===== config.mk =====
export PLATFORM = sky130hd
export DESIGN_NAME = spiStatusGuard
export DESIGN_NICKNAME = d
export VERILOG_FILES = /design/src/rtl/spiStatusGuardPkg.sv /design/src/rtl/spiStatusGuardCtrl.sv /design/src/rtl/spiStatusGuardDatapath.sv /design/src/rtl/spiStatusGuard.sv
export SDC_FILE = /design/constraint.sdc
export NUM_CORES = 1
export LEC_CHECK = 0
export BUFFER_PORTS_ARGS = -buffer_cell sky130_fd_sc_hd__buf_2
export CORE_MARGIN = 2
export CORE_UTILIZATION = 32
export DETAILED_ROUTE_END_ITERATION = 16
export PLACE_DENSITY = 0.71
export SKIP_CTS_REPAIR_TIMING = 1
export SYNTH_ARGS = -nofsm -noshare
export SYNTH_HDL_FRONTEND = slang
export SYNTH_SLANG_ARGS = --single-unit

===== constraint.sdc =====
create_clock -name clk -period 1.15 [get_ports clk]
set_input_delay 0.0575 -clock clk [delete_from_list [all_inputs] [get_ports clk]]
set_output_delay 0.0575 -clock clk [all_outputs]
set_load 0.02 [all_outputs]

===== src/rtl/spiStatusGuardPkg.sv =====
package spiStatusGuardPkg;

  typedef struct packed {
    logic setWe;
    logic clrWe;
    logic load;
    logic commit;
  } guardStrobes_t;

  // Protection level decode: true when the top two address bits fall in the locked range
  function automatic logic levelLocks(input logic [1:0] level, input logic [1:0] topBits);
    case (level)
      2'b00:   levelLocks = 1'b0;
      2'b01:   levelLocks = (topBits == 2'b11);
      2'b10:   levelLocks = topBits[1];
      default: levelLocks = 1'b1;
    endcase
  endfunction

endpackage


===== src/rtl/spiStatusGuardCtrl.sv =====
module spiStatusGuardCtrl
  import spiStatusGuardPkg::*;
(
  input  logic          clk,
  input  logic          rstN,
  input  logic          csActive,
  input  logic          guardPin,
  input  logic          busy,
  input  logic          wrEnStb,
  input  logic          wrDisStb,
  input  logic          statLoad,
  input  logic          cycleDone,
  input  logic          weBit,
  input  logic          penBit,
  output guardStrobes_t strb,
  output logic          statPermit
);

  logic csPrev;
  logic guardPrev;
  logic pending;
  logic armed;

  logic deselect;
  logic hwLock;
  logic guardFall;
  logic abortNow;
  logic loadOk;

  assign deselect  = csPrev & ~csActive;
  assign hwLock    = penBit & ~guardPin;
  assign guardFall = guardPrev & ~guardPin;
  assign abortNow  = penBit & guardFall & csActive & pending;
  assign loadOk    = statLoad & csActive & ~busy;

  assign statPermit = deselect & pending & weBit & ~hwLock;

  always_comb begin
    strb.setWe  = wrEnStb & guardPin & ~busy;
    strb.clrWe  = wrDisStb | cycleDone;
    strb.load   = loadOk;
    strb.commit = cycleDone & armed;
  end

  always_ff @(posedge clk) begin
    if (!rstN) begin
      csPrev    <= 1'b0;
      guardPrev <= 1'b1;
      pending   <= 1'b0;
      armed     <= 1'b0;
    end else begin
      csPrev    <= csActive;
      guardPrev <= guardPin;
      if (deselect)      pending <= 1'b0;
      else if (loadOk)   pending <= 1'b1;
      else if (abortNow) pending <= 1'b0;
      if (statPermit)     armed <= 1'b1;
      else if (cycleDone) armed <= 1'b0;
    end
  end

  AST_PERMIT_AT_DESELECT: assert property (@(posedge clk) disable iff (!rstN)
    statPermit |-> ($past(csActive) && !csActive));

  AST_GLITCH_CANCELS: assert property (@(posedge clk) disable iff (!rstN)
    ($fell(guardPin) && csActive && penBit && !statLoad) |=> !pending);

endmodule


===== src/rtl/spiStatusGuardDatapath.sv =====
module spiStatusGuardDatapath
  import spiStatusGuardPkg::*;
#(
  parameter int         ADDR_W    = 15,
  parameter logic [1:0] LVL_RESET = 2'b00,
  parameter logic       PEN_RESET = 1'b0
) (
  input  logic              clk,
  input  logic              rstN,
  input  guardStrobes_t     strb,
  input  logic [7:0]        statData,
  input  logic              busy,
  input  logic [ADDR_W-1:0] arrAddr,
  output logic              weBit,
  output logic              penBit,
  output logic [7:0]        statusByte,
  output logic              arrPermit
);

  localparam int TOP = ADDR_W - 1;

  logic [1:0] level;
  logic [1:0] stagedLevel;
  logic       stagedPen;
  logic [4:0] dataUnused;
  logic       addrLocked;

  assign dataUnused = {statData[6:4], statData[1:0]};

  always_ff @(posedge clk) begin
    if (!rstN) begin
      weBit       <= 1'b0;
      level       <= LVL_RESET;
      penBit      <= PEN_RESET;
      stagedLevel <= 2'b00;
      stagedPen   <= 1'b0;
    end else begin
      if (strb.clrWe)      weBit <= 1'b0;
      else if (strb.setWe) weBit <= 1'b1;
      if (strb.load) begin
        stagedLevel <= statData[3:2];
        stagedPen   <= statData[7];
      end
      if (strb.commit) begin
        level  <= stagedLevel;
        penBit <= stagedPen;
      end
    end
  end

  assign addrLocked = levelLocks(level, arrAddr[TOP -: 2]);
  assign arrPermit  = weBit & ~busy & ~addrLocked;
  assign statusByte = busy ? 8'hFF : {penBit, 3'b000, level, weBit, 1'b0};

  AST_LEVEL_ONLY_ON_COMMIT: assert property (@(posedge clk) disable iff (!rstN)
    !strb.commit |=> $stable(level));

  AST_ALL_LOCKED: assert property (@(posedge clk) disable iff (!rstN)
    (level == 2'b11) |-> !arrPermit);

endmodule


===== src/rtl/spiStatusGuard.sv =====
module spiStatusGuard
  import spiStatusGuardPkg::*;
#(
  parameter int         ADDR_W    = 15,
  parameter logic [1:0] LVL_RESET = 2'b00,
  parameter logic       PEN_RESET = 1'b0
) (
  input  logic              clk,
  input  logic              rstN,
  input  logic              csActive,
  input  logic              guardPin,
  input  logic              busy,
  input  logic              wrEnStb,
  input  logic              wrDisStb,
  input  logic              statLoad,
  input  logic [7:0]        statData,
  input  logic              cycleDone,
  input  logic [ADDR_W-1:0] arrAddr,
  output logic [7:0]        statusByte,
  output logic              statPermit,
  output logic              arrPermit
);

  guardStrobes_t strb;
  logic          weBit;
  logic          penBit;

  spiStatusGuardCtrl u_ctrl (
    .clk        (clk),
    .rstN       (rstN),
    .csActive   (csActive),
    .guardPin   (guardPin),
    .busy       (busy),
    .wrEnStb    (wrEnStb),
    .wrDisStb   (wrDisStb),
    .statLoad   (statLoad),
    .cycleDone  (cycleDone),
    .weBit      (weBit),
    .penBit     (penBit),
    .strb       (strb),
    .statPermit (statPermit)
  );

  spiStatusGuardDatapath #(
    .ADDR_W    (ADDR_W),
    .LVL_RESET (LVL_RESET),
    .PEN_RESET (PEN_RESET)
  ) u_dp (
    .clk        (clk),
    .rstN       (rstN),
    .strb       (strb),
    .statData   (statData),
    .busy       (busy),
    .arrAddr    (arrAddr),
    .weBit      (weBit),
    .penBit     (penBit),
    .statusByte (statusByte),
    .arrPermit  (arrPermit)
  );

  AST_ENABLE_NEEDS_PIN: assert property (@(posedge clk) disable iff (!rstN)
    $rose(weBit) |-> $past(guardPin));

  AST_DONE_CLEARS_WE: assert property (@(posedge clk) disable iff (!rstN)
    cycleDone |=> !weBit);

  AST_ARRAY_IDLE_ONLY: assert property (@(posedge clk) disable iff (!rstN)
    arrPermit |-> (!busy && statusByte[1]));

  AST_PEN_HELD_WHEN_LOCKED: assert property (@(posedge clk) disable iff (!rstN)
    (penBit && !guardPin && !cycleDone) |=> penBit);

endmodule


==> results.txt, run 1 <==
* Cell-by-cell trace of the critical path: or2_2 -> buf_2
* Total wire length after detailed routing: 1139 µm
* Vertical die dimension: 45.43 µm
* Fin Clk Skew: 0.001455 ns
* End-of-flow core utilization: 0.4374
- The number of pins exceeding their max-slew limit in the final report came to 0.
- In the final layout, the share of cells above drive strength 1 is 0.4625.
* Library cell occupying the most area in the post-synthesis netlist: sky130_fd_sc_hd__dfxtp_1
- Prevailing post-synth register cell: sky130_fd_sc_hd__dfxtp_1
* Via-per-instance ratio: 5.042
- Dividing the final minimum period by the clock period gives 0.9672.
- Averaged over all synthesized cells, the footprint is 9.470 µm².
- Top-Level Pins: 42
* Clock buffer depth: 2
* CTS Root Buffer Type: sky130_fd_sc_hd__clkbuf_4
- STA classifies the critical path startpoint as a register.
* Yosys synthesis warning count: 0
- The die covers 2064 µm².
- Register bit count reported by yosys: 11
* Pin slew with the least headroom to its limit: 0.2557 ns
* 1st-pass router iterations: 4
- The synthesized netlist occupies a cell area of 549.3 µm².
- Of the post-synthesis cell area, the dominant cell type holds 0.4009.
- Proportion of synthesized flip-flops having asynchronous set or reset: 0
* Hold violation total from the final report: 0
- The slowest stage of the critical path belongs to the cell sky130_fd_sc_hd__dfxtp_1.
- In this run the worst path has a maximum fanout of 4.
* Worst Path Required: 1.09 ns
- For this run, the register share of the synthesized area comes to 0.4009.
* Clock slew at the register clock pins of the worst setup and hold paths: 0.07 ns
* Critical path endpoint category: primary output
* Maximum number of pins on one net before global-route repair: 13
- The cell count after synthesis came out at 58.
- Total setup violations reported at the end of the flow: 0
- Final routed DRC violation total: 0
- Max-slew headroom: 0.8295
- The path class of the tightest hold or removal check is input port to register.
- RSZ-0062 raised after global routing: true
- CTS sink count: 11
- Row Count: 14
* Number of DRC markers in iteration 0: 12
* Final period demand of the worst path: 1.112 ns
* TritonCTS buffer count: 3
* Final GP Congestion: slightly above 0.7
- Static timing analysis puts the maximum clock frequency at 0.8991 GHz.
- Synth-to-Final Area Change: 24.15%
- Yosys cell types: 24
- GRT overflow: 0
- The initial antenna violation count came to 0.
- The number of antenna diodes in the final layout is 0.
* Worst setup timing slack at the placement stage: 0.2763 ns
- TritonCTS built the clock tree.
- The worst path meets setup with 0.03774 ns of slack.
* Number of global-route vias before repair: 444
- Floorplan Core Area: between 1500 and 2000 µm²
* Critical path buffer and inverter count: 1
- The first global-routing pass estimated between 1500 and 2000 µm of wire.
- Yosys mapped a number of flops with a built-in enable equal to 0.
- At the later pin of the worst-skew pair, clock insertion delay measures between 0.2 and 0.3 ns.
- Worst endpoint data arrival time: between 1 and 1.5 ns
- Slowest Stage Delay on Critical Path: 0.33 ns
- Across every metal layer, demand over resource in global routing totals 0.1267.
- Ranking of synthesized cells by area: sky130_fd_sc_hd__dfxtp_1 (40%), sky130_fd_sc_hd__mux2i_1 (5.5%), sky130_fd_sc_hd__buf_4 (5.5%)
- Sorting the synthesized cells by how often they occur yields sky130_fd_sc_hd__dfxtp_1 (11), sky130_fd_sc_hd__nand2_1 (6), sky130_fd_sc_hd__buf_4 (4), sky130_fd_sc_hd__nand3_1 (4), sky130_fd_sc_hd__or2_2 (4).
- Buffers placed on the I/O ports in this run total 23.
* Sum Neg Setup Slack: 0 ns
- Max-Cap Viols: 0
- Broken down by cell family, the worst path's largest delay share belongs to flip-flops.
- Most common cell in the synthesized netlist: sky130_fd_sc_hd__dfxtp_1
* Outcome: finished, final reports clean
- Starting Density: 0.3523
- Power density of the placed cells: 1118 nW/µm²
* Post-Synthesis Net Count: 90
* Antenna-violating nets left: 0
- P_leak: 0.2977 nW
- By startpoint and endpoint, the worst setup path is classified as register to primary output.
- Power consumption: 0.7624 mW
* Die Span X: 45.43 µm
- Total number of vias: 484
- For this run, the post-layout net count is 113.
- CTS built an H-tree with a depth of 1.
- Worst IR drop on VDD: 0.0005394 V
- Counting the fill cells in the layout gives between 150 and 200.
- Final routed wire length divided by cell count: 11.86 µm
state kept, by name, summed over array words and instances (netlist names):
signal and count:
u_dp.penBit 1, u_ctrl.armed 1, u_ctrl.guardPrev 1, u_ctrl.csPrev 1
u_dp.stagedPen 1, u_dp.weBit 1, u_dp.level 2, u_dp.stagedLevel 2
u_ctrl.pending 1
per-stage QoR:
| step | cell area, µm² | hold WS, ns | std cells |
|---|---|---|---|
| after floorplan | 549.3 | 0.1264 | 58 |
| after global placement | 631.9 | 0.2413 | 91 |
| after detailed placement | 631.9 | 0.2432 | 91 |
| after CTS | 658.1 | -0.04000 | 95 |
| after global routing | 681.9 | 0.05036 | 96 |
| final | 681.9 | 0.03007 | 96 |
cells by family after synthesis:
logic type | count (synthesis) | synth area share
muxes | 3 | 0.05467
AOI/OAI and AO/OA | 10 | 0.1503
DFF | 11 | 0.4009
and+or+nand+nor | 26 | 0.2847
buffers and inverters | 8 | 0.1093
cell type report:
| cell class | instances | area, µm² | share of cell area |
|---|---|---|---|
| clock buffer | 4 | 26.28 | 0.03853 |
| inverter | 2 | 7.507 | 0.01101 |
| multi-input combinational | 39 | 271.5 | 0.3982 |
| sequential | 11 | 222.7 | 0.3266 |
| tap | 16 | 20.02 | 0.02936 |
| timing repair buffer | 24 | 133.9 | 0.1963 |
cells in the final DEF, fill, tap and decap left out, types with 2 or more instances in the layout:
cell,count
sky130_fd_sc_hd__or2_2,4
sky130_fd_sc_hd__nand3b_1,2
sky130_fd_sc_hd__dfxtp_2,2
sky130_fd_sc_hd__nand4b_1,2
sky130_fd_sc_hd__inv_1,2
sky130_fd_sc_hd__a21oi_1,3
sky130_fd_sc_hd__nand2_1,6
sky130_fd_sc_hd__a21bo_2,2
sky130_fd_sc_hd__and2_1,2
sky130_fd_sc_hd__mux2i_1,3
sky130_fd_sc_hd__dfxtp_1,9
sky130_fd_sc_hd__clkbuf_4,3
sky130_fd_sc_hd__nand3_1,4
sky130_fd_sc_hd__buf_2,21
worst reg2reg max path, stage by stage (launching register included):
cell and delay, ns:
sky130_fd_sc_hd__dfxtp_1 0.33, sky130_fd_sc_hd__or2b_1 0.22, sky130_fd_sc_hd__a32o_1 0.21
final timing paths:
kind | endpoint | start | slack [ns] | cells after the start
setup / recovery | statusByte[7] | u_dp.penBit | 0.04 | 2
hold / removal | u_ctrl.guardPrev | guardPin | 0.03 | 2
setup reg to reg | u_ctrl.pending | u_ctrl.csPrev | 0.28 | 2
hold reg to reg | u_dp.stagedLevel[1] | u_dp.stagedLevel[1] | 0.46 | 2
power by group:
part           total [mW]  internal [mW]  switching [mW]
sequential          0.395          0.390         0.00414
clock               0.263          0.134           0.128
combinational       0.105         0.0462          0.0591
total               0.762          0.571           0.192
layer usage:
metal / vias up / share of wire / GRT usage
li1: 243 / - / -
met1: 218 / 0.46 / 0.1630
met2: 21 / 0.45 / 0.1972
met3: 2 / 0.079 / 0.03571
met4: 0 / 0.0079 / 0.05294
met5: - / 0 / 0
Power figures use the tool's default switching activity.
==> inputs of run 2 (changes only) <==
==> constraint.sdc (replaced) <==
create_clock -name clk -period 1.28 [get_ports clk]
set_input_delay 0.064 -clock clk [delete_from_list [all_inputs] [get_ports clk]]
set_output_delay 0.064 -clock clk [all_outputs]
set_load 0.02 [all_outputs]
==> run 2 against run 1 <==
Net effect:
- worst hold slack lost 0.0013 ns
- design area shrank 2.0%
- highest routed layer is now met3
- count of clock-buffer cells in the layout is the same
- critical path type unchanged
- core utilization shrank 0.88 points
- sequential cell count is the same
==> results.txt, run 2 (synthesized netlist as in run 1, its figures left out) <==
* Maximum number of pins on one net before global-route repair: 13
- CTS built an H-tree with a depth of 1.
- RSZ-0062 raised after global routing: false
- 42 I/O pins were placed.
* GRT overflow: 0
- Antenna Cells: 0
- Fin nets: 113
- In the global route stage, overall resource usage came out at 0.1267.
* Total setup violations reported at the end of the flow: 0
- TritonCTS built the clock tree.
* Final routed DRC violation total: 0
- Final routed wire length divided by cell count: 11.79 µm
- CTS Root Buffer Type: sky130_fd_sc_hd__clkbuf_4
* Row Count: 14
* Starting Density: 0.3523
- Critical-path maximum fanout: 4
- Antenna-violating nets left: 0
* Worst Path Required: approximately 1.2 ns
* Pin slew with the least headroom to its limit: 0.2523 ns
* Max-slew headroom: 0.8318
* Crit share post-route: 0.9102
- Fill count: 160
- Worst IR drop on VDD: 0.0004849 V
- TritonCTS buffer count: 3
* Area of combinational cells with multiple inputs: about 270 µm²
* Sum Neg Setup Slack: 0 ns
* Floorplan Core Area: 1559 µm²
* Die footprint: 2064 µm²
- Across the run, the number of max-cap violations was 0.
- Proportion of layout cells with a drive suffix above 1: 0.4250
- The detailed router finished its first iteration with 11 violations.
* Register-to-Register Setup Slack: 0.41 ns
- Internal power comes to between 0.5 and 0.6 mW.
- Element type at the critical path start: register
- Excluding fillers, the count of instances in the completed layout stands at 96.
* Via-per-instance ratio: 5.083
- After detailed placement, the design holds a cell count of 91.
- Dividing total power by cell area gives a power density of slightly above 1000 nW/µm².
- Worst endpoint data arrival time: 1.10 ns
- Clock group share of total power: 0.345
- Hold violation total from the final report: 0
- P_leak: roughly 0.30 nW
- Commonest non-fill, non-tap cells in the layout: sky130_fd_sc_hd__buf_2 (23), sky130_fd_sc_hd__dfxtp_1 (11), sky130_fd_sc_hd__nand2_1 (6), sky130_fd_sc_hd__nand3_1 (4), sky130_fd_sc_hd__or2_2 (4)
* Antenna violations before repair: 0
* Die Span X: around 45 µm
- Tightest Hold Check Type: input port to register
* Leading cell type in the layout, fill and taps excluded: sky130_fd_sc_hd__buf_2
- Final period demand of the worst path: 1.165 ns
* Final GP Congestion: between 0.7 and 0.8
* CTS sink count: 11
- The final layout contains routed wiring with a total length of approximately 1100 µm.
* Port bufs: 23
* Top flop regs: u_dp.level: 2 flops, u_dp.stagedLevel: 2 flops
- No sink is reached through more buffers than the 2 on the longest clock path.
* Synth-to-Final Area Change: 21.64%
* Switching Fraction: 0.2504
* Number of max-slew violations in the final report: 0
- From bottom edge to top edge, the die measures 45.43 µm.
* Number of global-route vias before repair: about 440
* 1st-pass router iterations: 4
* Combinational fraction of design power: 0.137
- Combined flip-flop and latch cell area: 220.2 µm²
* Global-route wire length before repair: 1869 µm
- Power share of the sequential group: 0.518
* Clock slew at the register clock pins of the worst setup and hold paths: 0.07 ns
- The flow ran to the end, and the final reports show no timing, DRC or antenna violations.
* Fin Clk Skew: between 0.001 and 0.0015 ns
- The critical path is of the register to primary output type.
* Total number of vias: 488
- For this design the total switching power over the nets is 0.1712 mW.
- The worst setup path is captured at a primary output.
- Static timing analysis puts the maximum clock frequency at 0.8583 GHz.
* Insertion delay of the later-clocked pin in the worst-skew pair: 0.27 ns
-- run 2: cell counts in the layout (fill, tap and decap cells not counted) --
Identical to the previous run, type by type.
-- run 2: worst paths after layout --
path,start,endpoint,depth (start not counted)
setup / recovery,u_dp.level[0],arrPermit,3
hold / removal,guardPin,u_ctrl.guardPrev,2
setup reg to reg,u_ctrl.csPrev,u_ctrl.pending,2
hold reg to reg,u_dp.stagedLevel[1],u_dp.stagedLevel[1],2
-- run 2: cell type report --
type	count	area share
inverters	2	0.01124
multi-input cells	39	0.4026
repair buffers	24	0.1873
well taps	16	0.02996
clock buffers	4	0.03933
flip-flops and latches	11	0.3296
-- run 2: layer usage --
metal  GRT usage  share of wire
met5           0              0
met2      0.1972           0.45
met1      0.1630           0.45
met3     0.03571          0.098
met4     0.05294              0
-- run 2: stage by stage --
step	util	total power [mW]	hold WS (ns)	setup slack [ns]	area [µm²]
after floorplan	-	0.4232	0.1329	0.4533	549.3
after global placement	0.4053	0.4523	0.2478	0.4035	631.9
final	0.4286	0.6838	0.02876	0.1149	668.1
after CTS	0.4222	0.6842	-0.03350	0.1105	658.1
after global routing	0.4286	0.7069	0.04727	0.05632	668.1
after detailed placement	0.4053	0.4540	0.2497	0.3998	631.9
-- run 2: power by group through the flow --
stage,logic [mW],clock network (mW),registers [mW]
floorplan,0.0618,0,0.361
global placement,0.0902,0,0.362
detailed placement,0.0915,0,0.362
CTS,0.0920,0.238,0.355
global route,0.104,0.248,0.355
finish,0.0937,0.236,0.354
-- run 2: critical path, stage by stage, from the launching register on --
cell and delay (ns):
sky130_fd_sc_hd__dfxtp_1 0.33, sky130_fd_sc_hd__o21ai_0 0.14, sky130_fd_sc_hd__and4b_2 0.22, sky130_fd_sc_hd__buf_2 0.16
==> inputs of run 3 (changes only) <==
--- a/config.mk
+++ b/config.mk
@@ -13,4 +13,5 @@
 export SKIP_CTS_REPAIR_TIMING = 1
 export SYNTH_ARGS = -nofsm -noshare
 export SYNTH_HDL_FRONTEND = slang
+export SYNTH_HIERARCHICAL = 1
 export SYNTH_SLANG_ARGS = --single-unit
==> run 3 against run 2 <==
Net effect:
- die area did not move
- fmax rose by 1.8%
- clock power fell by 2%
- count of clock-buffer cells in the layout did not move
- cell count fell by 5.2%
- core utilization rose by 0.32 points
- sequential power barely moved
- synthesized cell count fell by 8.6%
- largest cell class unchanged
- power fell by 0.67%
==> results.txt, run 3 <==
- Outcome: finished, final reports clean
- GRT overflow: 0
* Crit share post-route: 0.8941
* Starting Density: 0.3523
- Summing all placed instances gives a cell area of about 650 µm².
- The die covers 2064 µm².
- The largest registers in the layout are u_dp/level: 2 flops, u_dp/stagedLevel: 2 flops.
* Number of non-filler instances in the completed layout: 91
* Pin slew with the least headroom to its limit: 0.1896 ns
- Worst IR drop on VDD: 0.0006471 V
* P_leak: 0.3265 nW
- Power consumption: 0.6792 mW
- Met2 layer wire length in the routed design: between 400 and 500 µm
* Final critical-path setup slack: 0.1355 ns
- The number of nets in the synthesized netlist is 85.
- The worst setup path is launched from a register.
* Total wire length after detailed routing: 1012 µm
- Synth-to-Final Area Change: 22.55%
* Proportion of layout cells with a drive suffix above 1: 0.4667
* Upper clock frequency limit: a little under 0.9 GHz
* Worst setup timing slack at the placement stage: 0.3632 ns
* Total number of vias: 440
* Register bit count reported by yosys: 11
* Clock slew at the register clock pins of the worst setup and hold paths: 0.07 ns
- Yosys synthesis warning count: 6
- Global-route wire length before repair: 1531 µm
- Gate count after technology mapping: 53
- STA classifies the critical path endpoint as a primary output.
- Vertical die dimension: 45.43 µm
* CTS Root Buffer Type: sky130_fd_sc_hd__clkbuf_4
- Die Span X: 45.43 µm
- The share of synthesized area in the top cell type comes to 0.4009.
* TritonCTS buffer count: 3
- Top-Level Pins: 42
- At the worst endpoint, the arrival time is 1.08 ns.
- The number of placed instances, taps included, is just under 90.
- CTS built an H-tree with a depth of 1.
* Power density of the placed cells: 1009 nW/µm²
- The first detailed-routing pass ran for 2 iterations.
- Dividing the synthesized area by the synthesized cell count gives 10.36 µm².
- The clock arrives with 0.003186 ns of skew.
* Synthesized area: 549.3 µm²
- After the first detailed-routing iteration, the DRC count stood at 3.
- Prevailing post-synth register cell: sky130_fd_sc_hd__dfxtp_1
- Clock latency on the worst-skew pair, taken at its later pin, is ~0.26 ns.
- In the final routing, the length of wire on met1 measures between 500 and 600 µm.
- Worst Path Required: roughly 1.2 ns
* HPWL after detailed placement: 772.2 µm
* Tightest Hold Check Type: input port to register
- Sorting the synthesized cells by area gives the leading types as sky130_fd_sc_hd__dfxtp_1 (40%), sky130_fd_sc_hd__mux2i_1 (11%), sky130_fd_sc_hd__nor2b_1 (8.0%).
- In the routed design, unresolved DRC markers number 0.
- Final routed wire length divided by cell count: 11.12 µm
- Floorplan Core Area: 1559 µm²
- Critical-path maximum fanout: 4
- Fin nets: approximately 110
- The share of the Yosys chip area taken by registers is 0.4009.
* Max-slew headroom: 0.8736
- In this run the deepest clock path goes through 2 buffers.
- Max-Cap Viols: 0
- Antenna violations before repair: 0
* Final GP Congestion: 0.6299
* Leading cell type in the layout, fill and taps excluded: sky130_fd_sc_hd__buf_2
* Via-per-instance ratio: 4.835
* Commonest cells post-synth: sky130_fd_sc_hd__dfxtp_1 (11), sky130_fd_sc_hd__nor2b_1 (7), sky130_fd_sc_hd__mux2i_1 (6), sky130_fd_sc_hd__buf_4 (5), sky130_fd_sc_hd__or2_2 (5)
* Total setup violations reported at the end of the flow: 0
- For this run, the total global-route usage over all layers was measured as 0.1089.
* Crit Path Class: register to primary output
- Yosys instantiated no cell more often than sky130_fd_sc_hd__dfxtp_1.
* Port bufs: 23
- Maximum number of pins on one net before global-route repair: 14
* Number of synthesized flops with an enable pin: 0
- Library cell occupying the most area in the post-synthesis netlist: sky130_fd_sc_hd__dfxtp_1
* Clock tree from TritonCTS: built
* CTS sink count: 11
- Final period demand of the worst path: approximately 1.1 ns
- Antenna Cells: 0
* Number of max-slew violations in the final report: 0
- Counting distinct cell types in the post-synthesis netlist gives 21.
* Final design instance area without fill: around 670 µm²
- In this run the remaining antenna-violating nets after routing total 0.
* Proportion of synthesized flip-flops having asynchronous set or reset: 0
* Hold violation total from the final report: 0
- The highest layer touched by signal routing is met4.
* Met3 layer wire length in the routed design: about 76 µm
* RSZ-0062 raised after global routing: false
* Number of global-route vias before repair: 357
* Sum Neg Setup Slack: 0 ns
- Commonest non-fill, non-tap cells in the layout: sky130_fd_sc_hd__buf_2 (23), sky130_fd_sc_hd__dfxtp_1 (11), sky130_fd_sc_hd__nor2b_1 (7), sky130_fd_sc_hd__mux2i_1 (6), sky130_fd_sc_hd__or2_2 (5)
- In this run the core area contains 14 standard-cell rows.
- After filler insertion, the fill cell instance count of the layout stands at 164.
==> run 3: report_power, final <==
| group | internal, mW | switching [mW] | total, mW |
|---|---|---|---|
| registers | 0.351 | 0.00617 | 0.357 |
| logic | 0.0446 | 0.0461 | 0.0907 |
| clock network | 0.120 | 0.111 | 0.232 |
==> run 3: cells by family after synthesis <==
logic type | count (synthesis) | share of synthesized area
and+or+nand+nor | 27 | 0.3645
DFF | 11 | 0.4009
muxes | 6 | 0.1093
buffers and inverters | 6 | 0.07517
AOI/OAI and AO/OA | 3 | 0.05010
==> run 3: final cells by class <==
type	count	area, µm²	share of cell area
Multi-Input combinational cell	36	287.8	0.4275
Sequential cell	11	220.2	0.3271
Timing Repair Buffer	23	115.1	0.1710
Clock buffer	4	26.28	0.03903
Tap cell	16	20.02	0.02974
Inverter	1	3.754	0.005576
==> run 3: final timing paths <==
check	start	end	slack, ns	depth (start not counted)
max reg2reg	u_ctrl/armed	u_dp/penBit	0.35	3
max	u_dp/penBit	statPermit	0.14	3
min	guardPin	u_ctrl/guardPrev	0.03	2
min reg2reg	u_ctrl/armed	u_ctrl/armed	0.50	2
==> run 3: layer usage <==
layer  global-route usage  vias up
li1                     -      226
met1               0.1247      189
met2               0.1634       21
met3              0.05952        4
met4              0.05294        0
met5                    0        -
==> run 3: critical path: stages, from the launching register on <==
cell	delay, ns
sky130_fd_sc_hd__dfxtp_1	0.38
sky130_fd_sc_hd__nor2b_1	0.21
sky130_fd_sc_hd__nor2_1	0.07
sky130_fd_sc_hd__buf_2	0.16
==> run 3: stage by stage <==
stage	hold WS, ns	util
finish	0.02580	0.4318
global route	0.02505	0.4318
CTS	0.01969	0.4318
detailed placement	0.2995	0.4149
global placement	0.2971	0.4149
floorplan	0.1370	-
